<file path="config.mk">
export PLATFORM = sky130hd
export DESIGN_NAME = ack_vector_seq
export DESIGN_NICKNAME = d
export VERILOG_FILES = /design/src/rtl/ackv_pkg.sv /design/src/rtl/ackv_strobe.sv /design/src/rtl/ackv_pulse_ctr.sv /design/src/rtl/ackv_vector_mux.sv /design/src/rtl/ack_vector_seq.sv
export SDC_FILE = /design/constraint.sdc
export NUM_CORES = 1
export LEC_CHECK = 0
export ABC_AREA = 1
export BUFFER_PORTS_ARGS = -buffer_cell sky130_fd_sc_hd__clkbuf_2
export CORE_MARGIN = 2
export CORE_UTILIZATION = 41
export DETAILED_ROUTE_END_ITERATION = 16
export MAX_ROUTING_LAYER = met4
export PLACE_DENSITY = 0.83
export SYNTH_ARGS = -nofsm -noshare
export SYNTH_HDL_FRONTEND = slang
export SYNTH_SLANG_ARGS = --single-unit
</file>
<file path="constraint.sdc">
create_clock -name clk -period 1.78 [get_ports clk]
set_input_delay 0.089 -clock clk [delete_from_list [all_inputs] [get_ports clk]]
set_output_delay 0.089 -clock clk [all_outputs]
set_load 0.01 [all_outputs]
</file>
<file path="src/rtl/ackv_pkg.sv">
package ackv_pkg;
   typedef enum logic {RESP_THREE = 1'b0, RESP_TWO = 1'b1} resp_mode_e;
   localparam int IDX_W = 2;
   typedef logic [IDX_W-1:0] pulse_idx_t;
   localparam pulse_idx_t IDX_FIRST = 2'd0;
   localparam pulse_idx_t IDX_SECOND = 2'd1;
   localparam pulse_idx_t IDX_THIRD = 2'd2;
endpackage

</file>
<file path="src/rtl/ackv_strobe.sv">
module ackv_strobe (
   input  logic clk,
   input  logic rst_n,
   input  logic ack,
   output logic rise,
   output logic fall
);
   logic ack_q;

   always_ff @(posedge clk or negedge rst_n) begin
      if (!rst_n) ack_q <= 1'b0;
      else        ack_q <= ack;
   end

   assign rise = ack & ~ack_q;
   assign fall = ~ack & ack_q;
endmodule

</file>
<file path="src/rtl/ackv_pulse_ctr.sv">
module ackv_pulse_ctr
   import ackv_pkg::*;
(
   input  logic       clk,
   input  logic       rst_n,
   input  logic       fall,
   input  resp_mode_e mode,
   output pulse_idx_t idx,
   output logic       last
);
   assign last = (mode == RESP_TWO) ? (idx == IDX_SECOND) : (idx == IDX_THIRD);

   always_ff @(posedge clk or negedge rst_n) begin
      if (!rst_n)    idx <= IDX_FIRST;
      else if (fall) idx <= last ? IDX_FIRST : idx + 2'd1;
   end
endmodule

</file>
<file path="src/rtl/ackv_vector_mux.sv">
module ackv_vector_mux
   import ackv_pkg::*;
#(
   parameter int DATA_W = 8,
   parameter int LVL_W = 3,
   parameter logic [DATA_W-1:0] CALL_OP = 8'hCD
) (
   input  resp_mode_e              mode,
   input  pulse_idx_t              idx,
   input  logic                    intv8,
   input  logic [LVL_W-1:0]        level,
   input  logic [DATA_W-LVL_W-3:0] vec_base,
   input  logic [DATA_W-1:0]       addr_page,
   input  logic [DATA_W-LVL_W-1:0] type_tag,
   output logic [DATA_W-1:0]       byte_out,
   output logic                    carries
);
   localparam int HI4 = DATA_W - LVL_W - 2;
   localparam int HI8 = DATA_W - LVL_W - 3;

   logic [DATA_W-1:0] low_vec;

   generate
      if (HI8 >= 1) begin : g_place
         always_comb begin
            if (intv8) low_vec = {vec_base[HI4-1 -: HI8], level, 3'b000};
            else       low_vec = {vec_base, level, 2'b00};
         end
      end else begin : g_place_bad
         assign low_vec = '0;
      end
   endgenerate

   always_comb begin
      byte_out = '0;
      carries  = 1'b0;
      if (mode == RESP_TWO) begin
         if (idx == IDX_SECOND) begin
            byte_out = {type_tag, level};
            carries  = 1'b1;
         end
      end else begin
         case (idx)
            IDX_FIRST:  begin byte_out = CALL_OP;   carries = 1'b1; end
            IDX_SECOND: begin byte_out = low_vec;   carries = 1'b1; end
            IDX_THIRD:  begin byte_out = addr_page; carries = 1'b1; end
            default:    begin byte_out = '0;        carries = 1'b0; end
         endcase
      end
   end
endmodule

</file>
<file path="src/rtl/ack_vector_seq.sv">
module ack_vector_seq
   import ackv_pkg::*;
#(
   parameter int DATA_W = 8,
   parameter int LVL_W = 3,
   parameter logic [DATA_W-1:0] CALL_OP = 8'hCD
) (
   input  logic                    clk,
   input  logic                    rst_n,
   input  logic                    ack,
   input  logic                    resp_two,
   input  logic                    intv8,
   input  logic [LVL_W-1:0]        level,
   input  logic [DATA_W-LVL_W-3:0] vec_base,
   input  logic [DATA_W-1:0]       addr_page,
   input  logic [DATA_W-LVL_W-1:0] type_tag,
   output logic [DATA_W-1:0]       bus_data,
   output logic                    bus_oe,
   output logic                    freeze
);
   generate
      if (DATA_W != 8) begin : g_bad_width
         $error("ack_vector_seq: DATA_W must be 8");
      end
      if (LVL_W != 3) begin : g_bad_level
         $error("ack_vector_seq: LVL_W must be 3");
      end
   endgenerate

   resp_mode_e        mode;
   logic              ack_rise, ack_fall, seq_last, carries;
   pulse_idx_t        pulse_idx;
   logic [DATA_W-1:0] sel_byte;

   assign mode = resp_two ? RESP_TWO : RESP_THREE;

   ackv_strobe u_strobe (
      .clk(clk), .rst_n(rst_n), .ack(ack), .rise(ack_rise), .fall(ack_fall)
   );

   ackv_pulse_ctr u_ctr (
      .clk(clk), .rst_n(rst_n), .fall(ack_fall), .mode(mode),
      .idx(pulse_idx), .last(seq_last)
   );

   ackv_vector_mux #(.DATA_W(DATA_W), .LVL_W(LVL_W), .CALL_OP(CALL_OP)) u_mux (
      .mode(mode), .idx(pulse_idx), .intv8(intv8), .level(level),
      .vec_base(vec_base), .addr_page(addr_page), .type_tag(type_tag),
      .byte_out(sel_byte), .carries(carries)
   );

   assign bus_oe   = rst_n & ack & carries;
   assign bus_data = bus_oe ? sel_byte : '0;
   assign freeze   = rst_n & ack_rise & (pulse_idx == IDX_FIRST);
endmodule

</file>
## Word-level counts from Yosys, hierarchy flattened

Index checks and enable logic that the tools add are counted.

- Bits in registers: 3
- Input bits: 24
- Word-level logic and storage cells: 26

- Add/subtract/negate cells: 1
- Equal/unequal tests: 2
- Mux-type cells: 11
- Bitwise gates (word level): 8
- Reduce and logical (&&, ||, !) cells: 2

Operators with widths:

| cell | number |
|---|---|
| $mux W8 | 3 |
| $pmux W8 S3 | 1 |
| $and A1 B1 Y1 | 6 |
| $mux W6 | 1 |
| $mux W1 | 5 |
| $reduce_or A3 Y1 | 1 |
| $add A2 B1 Y2 const B | 1 |
| $eq A2 B1 Y1 const B | 1 |
| $eq A2 B2 Y1 const B | 1 |
| $logic_not A2 Y1 | 1 |
| $mux W2 | 1 |
| $not A1 Y1 | 2 |

## Logic depth before layout (Yosys ltp)

Gate-level depths: netlist of the first run.

- Depth in word-level cells: 6
- Gate-level depth with buffers: 8
- Mapped depth without buffers: 7

## By module

Synthesis of the first run repeated with hierarchy kept, for this count alone.

- Cells, all modules: 104
- Area total of the unflattened synthesis: 511.7 µm²

By module, submodules not included:

| module | instances | cells an instance | area each (µm²) | sequential area each (µm²) |
|---|---|---|---|---|
| ackv_vector_mux | 1 | 55 | 241.5 | 0.0 |
| ackv_pulse_ctr | 1 | 21 | 130.1 | 50.0 |
| ack_vector_seq | 1 | 23 | 100.1 | 0.0 |
| ackv_strobe | 1 | 5 | 40.0 | 25.0 |

## Least setup slack after synthesis of the first run

Ideal clock, no wire load.

- Path kind: reg-to-reg
- From: reg u_ctr.idx[0]
- To: reg u_ctr.idx[0]
- Data arrival time: 1241 ps
- Data required time: 1697 ps
- Path slack: 457 ps
- Stages on the path, launching flop included: 9
- Buffers on the path: 1
- Cells stage by stage: dfrtp_1 inv_1 ha_1 buf_2 inv_2 nor2_1 a21oi_1 nand3_1 o21ai_0

- Cells in the longest elaborated chain, start to end: 3
- Elaborated cells on any way between the ends: 5

RTL lines:

| what | RTL line | text |
|---|---|---|
| start, declared | ackv_pulse_ctr.sv:8 | `output pulse_idx_t idx,` |
| start signal, assigned | ackv_pulse_ctr.sv:15 | `else if (fall) idx <= last ? IDX_FIRST : idx + 2'd1;` |
| $eq A2 B2 Y1 or $eq A2 B1 Y1 (tied branches) | ackv_pulse_ctr.sv:11 | `assign last = (mode == RESP_TWO) ? (idx == IDX_SECOND) : (idx == IDX_THIRD);` |
| $mux W1 | ackv_pulse_ctr.sv:11 |  |
| $mux W2 (*) | ackv_pulse_ctr.sv:15 |  |

Mark *: on every way between the ends. The rest lies on a longest branch, timed or not.
A chain may end at the register's enable or synchronous reset.

## Worst setup path after layout of the first run

- From: reg u_ctr.idx[0]
- To: out bus_data[7]

- Cells in the longest elaborated chain, start to end: 6
- Elaborated cells on any way between the ends: 12

RTL lines:

| what | RTL line | text |
|---|---|---|
| $eq A2 B2 Y1 (tied with other cells) | ackv_vector_mux.sv:43 | `case (idx)` |
| $reduce_or A3 Y1 (no line) | - |  |
| $mux W1 | ackv_vector_mux.sv:43 |  |
| $mux W1 | ackv_vector_mux.sv:37 | `if (mode == RESP_TWO) begin` |
| $and A1 B1 Y1 | ack_vector_seq.sv:52 | `assign bus_oe = rst_n & ack & carries;` |
| $mux W8 (*) | ack_vector_seq.sv:53 | `assign bus_data = bus_oe ? sel_byte : '0;` |
| end, declared | ack_vector_seq.sv:17 | `output logic [DATA_W-1:0] bus_data,` |

Marks and branches as above.

==> flow_summary.json, run 1 <==
{
  "status": "complete, no violations",
  "clock_skew_ns": 0.000657,
  "worst-endpoint-arrival_ns": 1.58,
  "io_buffers": 33,
  "tightestPinTransition_ns": 0.273,
  "setup_viol": 0,
  "vias": 700,
  "worstSetupPathType": "reg -> out",
  "hold_viol_final": 0,
  "grt_pass1_wl_mm": 2.15,
  "finalCritPeriodShare": 0.935,
  "crit_cells": 7,
  "cts.path.max_buffers": 2,
  "start_util": 0.431,
  "path_delay_family": "flip-flops",
  "drtIter0Drc": 9,
  "cts_tree": "done",
  "critPathMaxStageDelay_ns": 0.46,
  "hold_class": "in -> async",
  "cp-end-kind": "output pin",
  "grt_pass1_vias": 570,
  "setup_tns_ns": 0,
  "crit_chain": "inv_2, ha_1, inv_1, nand3_1, nand2_1, a21oi_2, clkbuf_2",
  "wl_mm": 1.45,
  "synth_seq_area_share": 0.135,
  "syn-cell-area_um2": 554,
  "antenna_found_initial": 0,
  "synth_area_leader_cell": "nand2_1",
  "layout-drive-gt1-share": 0.386,
  "yosys_most_used_dff": "dfrtp_1",
  "synth_edf_count": 0,
  "ys_top_cells_by_area": "nand2_1, dfrtp_1, ha_1",
  "cts_root_buf": "clkbuf_4",
  "cap_violations": 0,
  "clkSlewWorstSetupHoldPaths_ns": 0.04,
  "gp_congestion": 0.813,
  "synthesis.nets": 124,
  "yosysTopAreaCellShare": 0.284,
  "postLayoutCoreUtil": 0.620,
  "critical_path.max_fanout": 6,
  "dr.pass1.iters": 4,
  "p_leak_uw": 0.000446,
  "fmax_mhz": 601,
  "clock-sinks": 3,
  "grt_max_degree": 11,
  "vias_per_cell": 4.76,
  "r2r-start": "u_ctr.idx[0]",
  "groute.usage.overall": 0.200,
  "period_minus_slack_ns": 1.66,
  "syn_to_final_growth_pct": 43.8,
  "core-area_mm2": 0.00128,
  "rows": 13,
  "dieArea_mm2": 0.00166,
  "clock_latency_ns": 0.23,
  "power_density_mw_per_mm2": 997,
  "slew_headroom": 0.818,
  "hpwl_mm": 1.22,
  "cts_buffers": 3,
  "rsz0062_at_grt": "no",
  "die_h_um": 40.8,
  "async_flop_share": 1.00,
  "ios": 34,
  "regToRegSetupSlack_ns": 0.46,
  "slowest_stage": "dfrtp_2",
  "cts_htree_levels": 1,
  "grt_overflow": 0,
  "syn_inst": 95,
  "slew_viol_final": 0,
  "r2r-end": "u_ctr.idx[1]",
  "cp-start-kind": "flop",
  "die_w_um": 40.8,
  "drc": 0,
  "final_nets": 162,
  "ys_ff_latch": 3,
  "n_antenna_cell": 0,
  "timing.critical_path.buf_inv": 3,
  "r2r_cells": 7,
  "synth.most_common_cell": "nand2_1",
  "ys_warn_count": 0,
  "yosysUniqueCellTypes": 18,
  "required_ns": 1.69,
  "synth_common_cells": "nand2_1, inv_1, nand3_1, a21oi_1, ha_1",
  "routedWlPerCell_um": 9.84,
  "avgSynthCellArea_um2": 5.83,
  "ir_worst_vdd_uv": 791,
  "postRouteAntennaNets": 0
}
-- state kept, by name, indices dropped and copies added (netlist names) --
signal,count
u_ctr.idx,2
u_strobe.ack_q,1
-- worst reg2reg max path: stages, from the launching register on --
cell and delay, ns:
dfrtp_2 0.46, inv_2 0.13, ha_4 0.19, inv_2 0.03, nor2_1 0.12, a21oi_1 0.09
nand3_1 0.09, o21ai_0 0.08
-- cell families (layout without fill, tap and decap cells) --
kind of cell	Yosys count	count (layout)	synth area share
AO/OA/AOI/OAI	14	14	0.172
adder cells (fa/ha/maj)	5	5	0.113
buffers and inverters	16	53	0.142
flip-flops	3	3	0.135
AND/OR/NAND/NOR	57	57	0.438
-- stage by stage --
step	hold slack, ns	cells	setup slack [ns]	instance area, um2	power (uW)
CTS	0.186	147	0.0200	768	745
detailed placement	-0.103	141	0.276	722	616
finish	0.193	147	0.115	797	795
global placement	-0.107	141	0.325	722	604
floorplan	-0.207	95	0.457	554	495
global route	0.200	147	0.00323	797	866
-- power by group --
group	leakage (uW)	internal [uW]	switching, uW
clock	0.0000150	83.9	33.9
combinational	0.000396	218	325
sequential	0.0000356	91.0	42.7
-- what timing repair did --
action / CTS / global route
endpoints found under the hold margin: 4 / 0
buffers inserted: 0 / 0
resized for setup: 0 / 8
hold buffers: 2 / 0
endpoints found under the setup margin: 0 / 8
-- layer usage --
layer / GRT usage / vias up / wire, um
li1: - / 376 / -
met1: 0.190 / 306 / 603
met2: 0.393 / 18 / 778
met3: 0.0326 / 0 / 63
met4: 0.0750 / 0 / 0
met5: - / - / 0
-- final cells by class --
class	count	area [um2]
clock buffers	4	26.3
fillers	132	488
inverters	14	62.6
multi-input cells	76	428
flip-flops and latches	3	76.3
well taps	15	18.8
repair buffers	35	185
-- cell usage in the layout (no fill, tap or decap), drive strengths merged --
master / instances
a21oi: 10
a22oi: 1
clkbuf: 37
dfrtp: 3
dlygate4sd3: 2
ha: 5
inv: 14
nand2: 42
nand3: 9
nor2: 5
nor3: 1
o21ai: 3
-- worst max path at each step --
| stage | end | startpoint |
|---|---|---|
| floorplan | u_ctr.idx[0] | u_ctr.idx[0] |
| finish | bus_data[7] | u_ctr.idx[0] |
| CTS | bus_data[6] | u_ctr.idx[0] |
| global placement | bus_data[3] | u_ctr.idx[0] |
| detailed placement | bus_data[6] | u_ctr.idx[0] |
| global route | bus_data[7] | u_ctr.idx[0] |
Note: power is estimated with default switching activity, not from simulation.
==> run 2: changes to the inputs <==
--- a/config.mk
+++ b/config.mk
@@ -7,7 +7,7 @@
 export LEC_CHECK = 0
 export ABC_AREA = 1
 export BUFFER_PORTS_ARGS = -buffer_cell sky130_fd_sc_hd__clkbuf_2
-export CORE_MARGIN = 2
+export CORE_MARGIN = 4
 export CORE_UTILIZATION = 41
 export DETAILED_ROUTE_END_ITERATION = 16
 export MAX_ROUTING_LAYER = met4
==> constraint.sdc (replaced) <==
create_clock -name clk -period 1.66 [get_ports clk]
set_input_delay 0.083 -clock clk [delete_from_list [all_inputs] [get_ports clk]]
set_output_delay 0.083 -clock clk [all_outputs]
set_load 0.01 [all_outputs]
==> flow_summary.json, run 2 (synthesized netlist as in run 1, its figures left out) <==
{
  "status": "complete, no violations",
  "routedWlPerCell_um": 11.6,
  "grt_pass1_wl_mm": 2.69,
  "critical_path.max_fanout": 8,
  "wl_mm": 1.74,
  "gp_congestion": 0.923,
  "worstSetupPathType": "reg -> out",
  "clock_latency_ns": 0.23,
  "period_minus_slack_ns": 1.59,
  "crit_chain": "inv_2, ha_4, nand2_1, nand3_1, nand2_1, a21oi_2, buf_2",
  "clock_skew_ns": 0.00403,
  "groute.usage.overall": 0.186,
  "slowest_stage": "dfrtp_2",
  "io_buffers": 33,
  "fmax_mhz": 628,
  "grt_overflow": 0,
  "n_antenna_cell": 0,
  "dp_cells": 140,
  "clkSlewWorstSetupHoldPaths_ns": 0.04,
  "cp-end-kind": "output pin",
  "ir_worst_vdd_uv": 790,
  "ios": 34,
  "hold_class": "in -> async",
  "timing.critical_path.buf_inv": 2,
  "dr.pass1.iters": 4,
  "stdcell_area_um2": 856,
  "postRouteAntennaNets": 0,
  "hpwl_mm": 1.29,
  "final_cell_mix": "nand2_1, clkbuf_2, nand3_1",
  "hold_viol_final": 0,
  "grt_pass1_vias": 685,
  "layout.cells.non_filler": 150,
  "cap_violations": 0,
  "cts_root_buf": "clkbuf_4",
  "finalCritPeriodShare": 0.960,
  "cp-start-kind": "flop",
  "critPathMaxStageDelay_ns": 0.43,
  "setup_viol": 0,
  "vias_per_cell": 4.98,
  "die_w_um": 44.8,
  "start_util": 0.467,
  "final_nets": 166,
  "cts_htree_levels": 1,
  "worst-endpoint-arrival_ns": 1.51,
  "path_delay_family": "flip-flops",
  "vias": 747,
  "largestRegisters": "u_ctr.idx (2), u_strobe.ack_q (1)",
  "drtIter0Drc": 24,
  "worst_slack_ns": 0.0664,
  "cts.path.max_buffers": 2,
  "syn_to_final_growth_pct": 54.4,
  "core-area_mm2": 0.00119,
  "rows": 12,
  "placedInstanceArea_um2": 721,
  "hold_slack_ns": 0.198,
  "path_common_cell": "nand2_1",
  "grt_max_degree": 11,
  "cts_tree": "done",
  "clock-sinks": 3,
  "setup_tns_ns": 0,
  "layout_commonest_cell": "nand2_1",
  "regMostFlops": "u_ctr.idx",
  "dieArea_mm2": 0.00200,
  "post-place-ws_ns": 0.126,
  "antenna_found_initial": 0,
  "required_ns": 1.58,
  "tightestPinTransition_ns": 0.278,
  "die_h_um": 44.8,
  "slew_viol_final": 0,
  "p_leak_uw": 0.000467,
  "drc": 0,
  "slew_headroom": 0.814,
  "power_density_mw_per_mm2": 1160,
  "largest_reg_flops": 2,
  "layout-drive-gt1-share": 0.434,
  "cts_buffers": 3
}
[run 2: cell count changes in the layout (fill, tap and decap cells not counted), sizes merged]
cell	delta
buf	+6
clkbuf	-2
[run 2: timing repair]
item,in CTS,in global routing
resized for setup,8,9
endpoints found under the setup margin,8,9
setup buffers,0,4
hold buffers,2,0
pin swaps,0,1
endpoints found under the hold margin,4,0
[run 2: cell type report]
class / count / area (um2)
timing repair buffer: 39 / 215
tap: 14 / 17.5
fill: 111 / 330
clock buffer: 4 / 26.3
multi-input combinational: 76 / 454
sequential: 3 / 77.6
inverter: 14 / 65.1
[run 2: path summary, 6_finish.rpt]
kind | startpoint | endpoint | slack (ns) | cells after the start
worst max-delay path | u_ctr.idx[0] | bus_data[7] | 0.07 | 7
worst min-delay path | rst_n | u_ctr.idx[0] | 0.20 | 2
worst max register to register | u_ctr.idx[1] | u_ctr.idx[0] | 0.32 | 7
worst min register to register | u_strobe.ack_q | u_ctr.idx[1] | 0.65 | 3
max in group asynchronous | rst_n | u_ctr.idx[1] | 1.33 | 2
min in group clk | resp_two | u_ctr.idx[1] | 0.43 | 4
[run 2: metal layers]
metal / up-vias / global-route usage / share of wire
li1: 379 / - / -
met1: 331 / 0.195 / 0.36
met2: 29 / 0.298 / 0.52
met3: 8 / 0.0359 / 0.071
met4: 0 / 0.158 / 0.043
met5: - / - / 0
[run 2: power breakdown]
| group | internal [uW] | switching, uW | leakage [uW] |
|---|---|---|---|
| combinational | 313 | 413 | 0.000418 |
| clock | 90.1 | 38.5 | 0.0000150 |
| sequential | 99.9 | 35.2 | 0.0000343 |
[run 2: stage by stage]
stage	util	power [uW]
after global routing	0.722	1100
final	0.722	990
after global placement	0.608	650
after CTS	0.671	854
after floorplan	-	531
after detailed placement	0.608	665
==> run 3: changes to the inputs <==
--- a/config.mk
+++ b/config.mk
@@ -5,13 +5,12 @@
 export SDC_FILE = /design/constraint.sdc
 export NUM_CORES = 1
 export LEC_CHECK = 0
-export ABC_AREA = 1
 export BUFFER_PORTS_ARGS = -buffer_cell sky130_fd_sc_hd__clkbuf_2
-export CORE_MARGIN = 4
-export CORE_UTILIZATION = 41
+export CORE_AREA = 4 4 41 43
 export DETAILED_ROUTE_END_ITERATION = 16
+export DIE_AREA = 0 0 45 47
 export MAX_ROUTING_LAYER = met4
-export PLACE_DENSITY = 0.83
+export PLACE_DENSITY = 0.79
 export SYNTH_ARGS = -nofsm -noshare
 export SYNTH_HDL_FRONTEND = slang
 export SYNTH_SLANG_ARGS = --single-unit
==> flow_summary.json, run 3 <==
{
  "clock_skew_ns": 0.00311,
  "final_cell_mix": "clkbuf_2, nand2_1, buf_2",
  "worstSetupPathType": "reg -> out",
  "drc": 0,
  "slowest_stage": "dfrtp_1",
  "hold_class": "in -> reg",
  "hold_viol_final": 0,
  "tightestPinTransition_ns": 0.489,
  "ys_warn_count": 0,
  "synthesis.nets": 87,
  "slew_viol_final": 0,
  "clock_latency_ns": 0.23,
  "grt_overflow": 0,
  "yosysUniqueCellTypes": 23,
  "syn-cell-area_um2": 494,
  "clkSlewWorstSetupHoldPaths_ns": 0.04,
  "clock-sinks": 3,
  "cts_buffers": 3,
  "holdPathStages": 1,
  "rsz0062_at_grt": "yes",
  "power_density_mw_per_mm2": 1110,
  "async_flop_share": 1.00,
  "crit_chain": "inv_2, ha_4, or2_4, a221oi_4, a211oi_2, buf_2",
  "setup_viol": 6,
  "die_h_um": 47,
  "critical_path.max_fanout": 4,
  "syn_inst": 58,
  "required_ns": 1.58,
  "cts_tree": "done",
  "worst-endpoint-arrival_ns": 1.61,
  "synth_common_cells": "nand2_1, a211oi_1, a221oi_1, ha_1, inv_1",
  "avgSynthCellArea_um2": 8.52,
  "period_minus_slack_ns": 1.70,
  "layout.cells.non_filler": 113,
  "slew_headroom": 0.674,
  "cts_htree_levels": 1,
  "cap_violations": 0,
  "synth.most_common_cell": "nand2_1",
  "ios": 34,
  "setup_tns_ns": -0.0849,
  "ir_worst_vdd_uv": 931,
  "syn_to_final_growth_pct": 80.8,
  "worst_slack_ns": -0.0357,
  "p_leak_uw": 0.000404,
  "cp-end-kind": "output pin",
  "grt_pass1_wl_mm": 2.70,
  "cts.path.max_buffers": 2,
  "placedInstanceArea_um2": 683,
  "grt_max_degree": 17,
  "wl_mm": 1.61,
  "yosys_most_used_dff": "dfrtp_1",
  "vias": 612,
  "die_w_um": 45,
  "synth_edf_count": 0,
  "gp_congestion": 0.851,
  "hpwl_mm": 1.15,
  "io_buffers": 33,
  "groute.usage.overall": 0.184,
  "n_antenna_cell": 0,
  "dr.pass1.iters": 4,
  "grt_pass1_vias": 654,
  "regMostFlops": "u_ctr.idx",
  "drtIter0Drc": 7,
  "violations": "setup timing",
  "core-area_mm2": 0.00130,
  "postRouteAntennaNets": 0,
  "layout_commonest_cell": "clkbuf_2",
  "antenna_found_initial": 0,
  "yosysTopAreaCellShare": 0.152,
  "path_delay_family": "flip-flops",
  "final_nets": 128,
  "stdcell_area_um2": 893,
  "routedWlPerCell_um": 14.3,
  "finalCritPeriodShare": 1.02,
  "cp-start-kind": "flop",
  "synth_area_leader_cell": "dfrtp_1",
  "r2r_cells": 5,
  "rows": 13,
  "critPathMaxStageDelay_ns": 0.40,
  "largest_reg_flops": 2,
  "dp_cells": 106,
  "start_util": 0.380,
  "largestRegisters": "u_ctr.idx (2), u_strobe.ack_q (1)",
  "timing.critical_path.buf_inv": 2,
  "vias_per_cell": 5.42,
  "ys_top_cells_by_area": "dfrtp_1, ha_1, a211oi_1",
  "hold_slack_ns": 0.0488,
  "ys_ff_latch": 3,
  "cts_root_buf": "clkbuf_4",
  "dieArea_mm2": 0.00212,
  "layout-drive-gt1-share": 0.704,
  "status": "finished with violations",
  "crit_cells": 6,
  "synth_seq_area_share": 0.152,
  "fmax_mhz": 590
}
-- run 3: cell types whose count changed after synthesis, sizes merged, moves of 6 or more --
cell / change
nand2: -32
inv: -10
a211oi: +7
a21oi: -7
nand3: -6
-- run 3: what timing repair did --
| action | 4_1_cts | 5_1_grt |
|---|---|---|
| setup endpoints to repair | 7 | 8 |
| gates resized for setup | 20 | 19 |
| pin swaps | 5 | 7 |
| hold buffers | 1 | 0 |
| setup buffers | 2 | 0 |
| hold endpoints to repair | 3 | 0 |
-- run 3: metrics by stage --
stage / setup slack, ns / util / total power, uW
after floorplan: 0.109 / - / 430
after global routing: -0.108 / 0.687 / 1090
final: -0.0357 / 0.687 / 996
after global placement: 0.161 / 0.525 / 583
after CTS: -0.0547 / 0.636 / 882
after detailed placement: 0.0908 / 0.525 / 599
-- run 3: path summary, 6_finish.rpt --
kind,slack [ns],end,startpoint
worst max-delay path,-0.04,bus_data[6],u_ctr.idx[0]
worst min-delay path,0.05,u_strobe.ack_q,ack
worst max register to register,0.27,u_ctr.idx[1],u_ctr.idx[0]
worst min register to register,0.61,u_ctr.idx[0],u_strobe.ack_q
max in group asynchronous,1.29,u_strobe.ack_q,rst_n
min in group asynchronous,0.22,u_ctr.idx[1],rst_n
-- run 3: worst register-to-register path: cells and delay by family (launching register included) --
kind	cells	cell delay, ns
AO/OA/AOI/OAI	1	0.16
adder cells (fa/ha/maj)	1	0.27
buffers and inverters	1	0.17
flip-flops	1	0.41
multiplexers	1	0.22
AND/OR/NAND/NOR	1	0.08
-- run 3: per-layer routing --
| metal | share of wire | track usage |
|---|---|---|
| met4 | 0.0099 | 0.123 |
| met5 | 0 | - |
| met3 | 0.081 | 0.0383 |
| met1 | 0.37 | 0.174 |
| met2 | 0.54 | 0.333 |
-- run 3: final cells by class --
type / instances / area (um2)
clock buffers: 4 / 26.3
fillers: 105 / 408
inverters: 4 / 15.0
multi-input cells: 47 / 523
flip-flops and latches: 3 / 75.1
well taps: 15 / 18.8
repair buffers: 40 / 235
-- run 3: where the power goes --
group | internal (uW) | leakage (uW) | switching [uW]
logic | 355 | 0.000352 | 398
registers | 94.6 | 0.0000368 | 20.4
clock network | 90.1 | 0.0000150 | 37.9
-- run 3: logic make-up (layout without fill, tap and decap cells) --
logic type | after synthesis | in the layout | synth area share
AO/OA/AOI/OAI | 18 | 18 | 0.309
adder cells (fa/ha/maj) | 5 | 5 | 0.127
buffers and inverters | 8 | 48 | 0.0810
flip-flops | 3 | 3 | 0.152
multiplexers | 5 | 5 | 0.134
AND/OR/NAND/NOR | 19 | 19 | 0.198
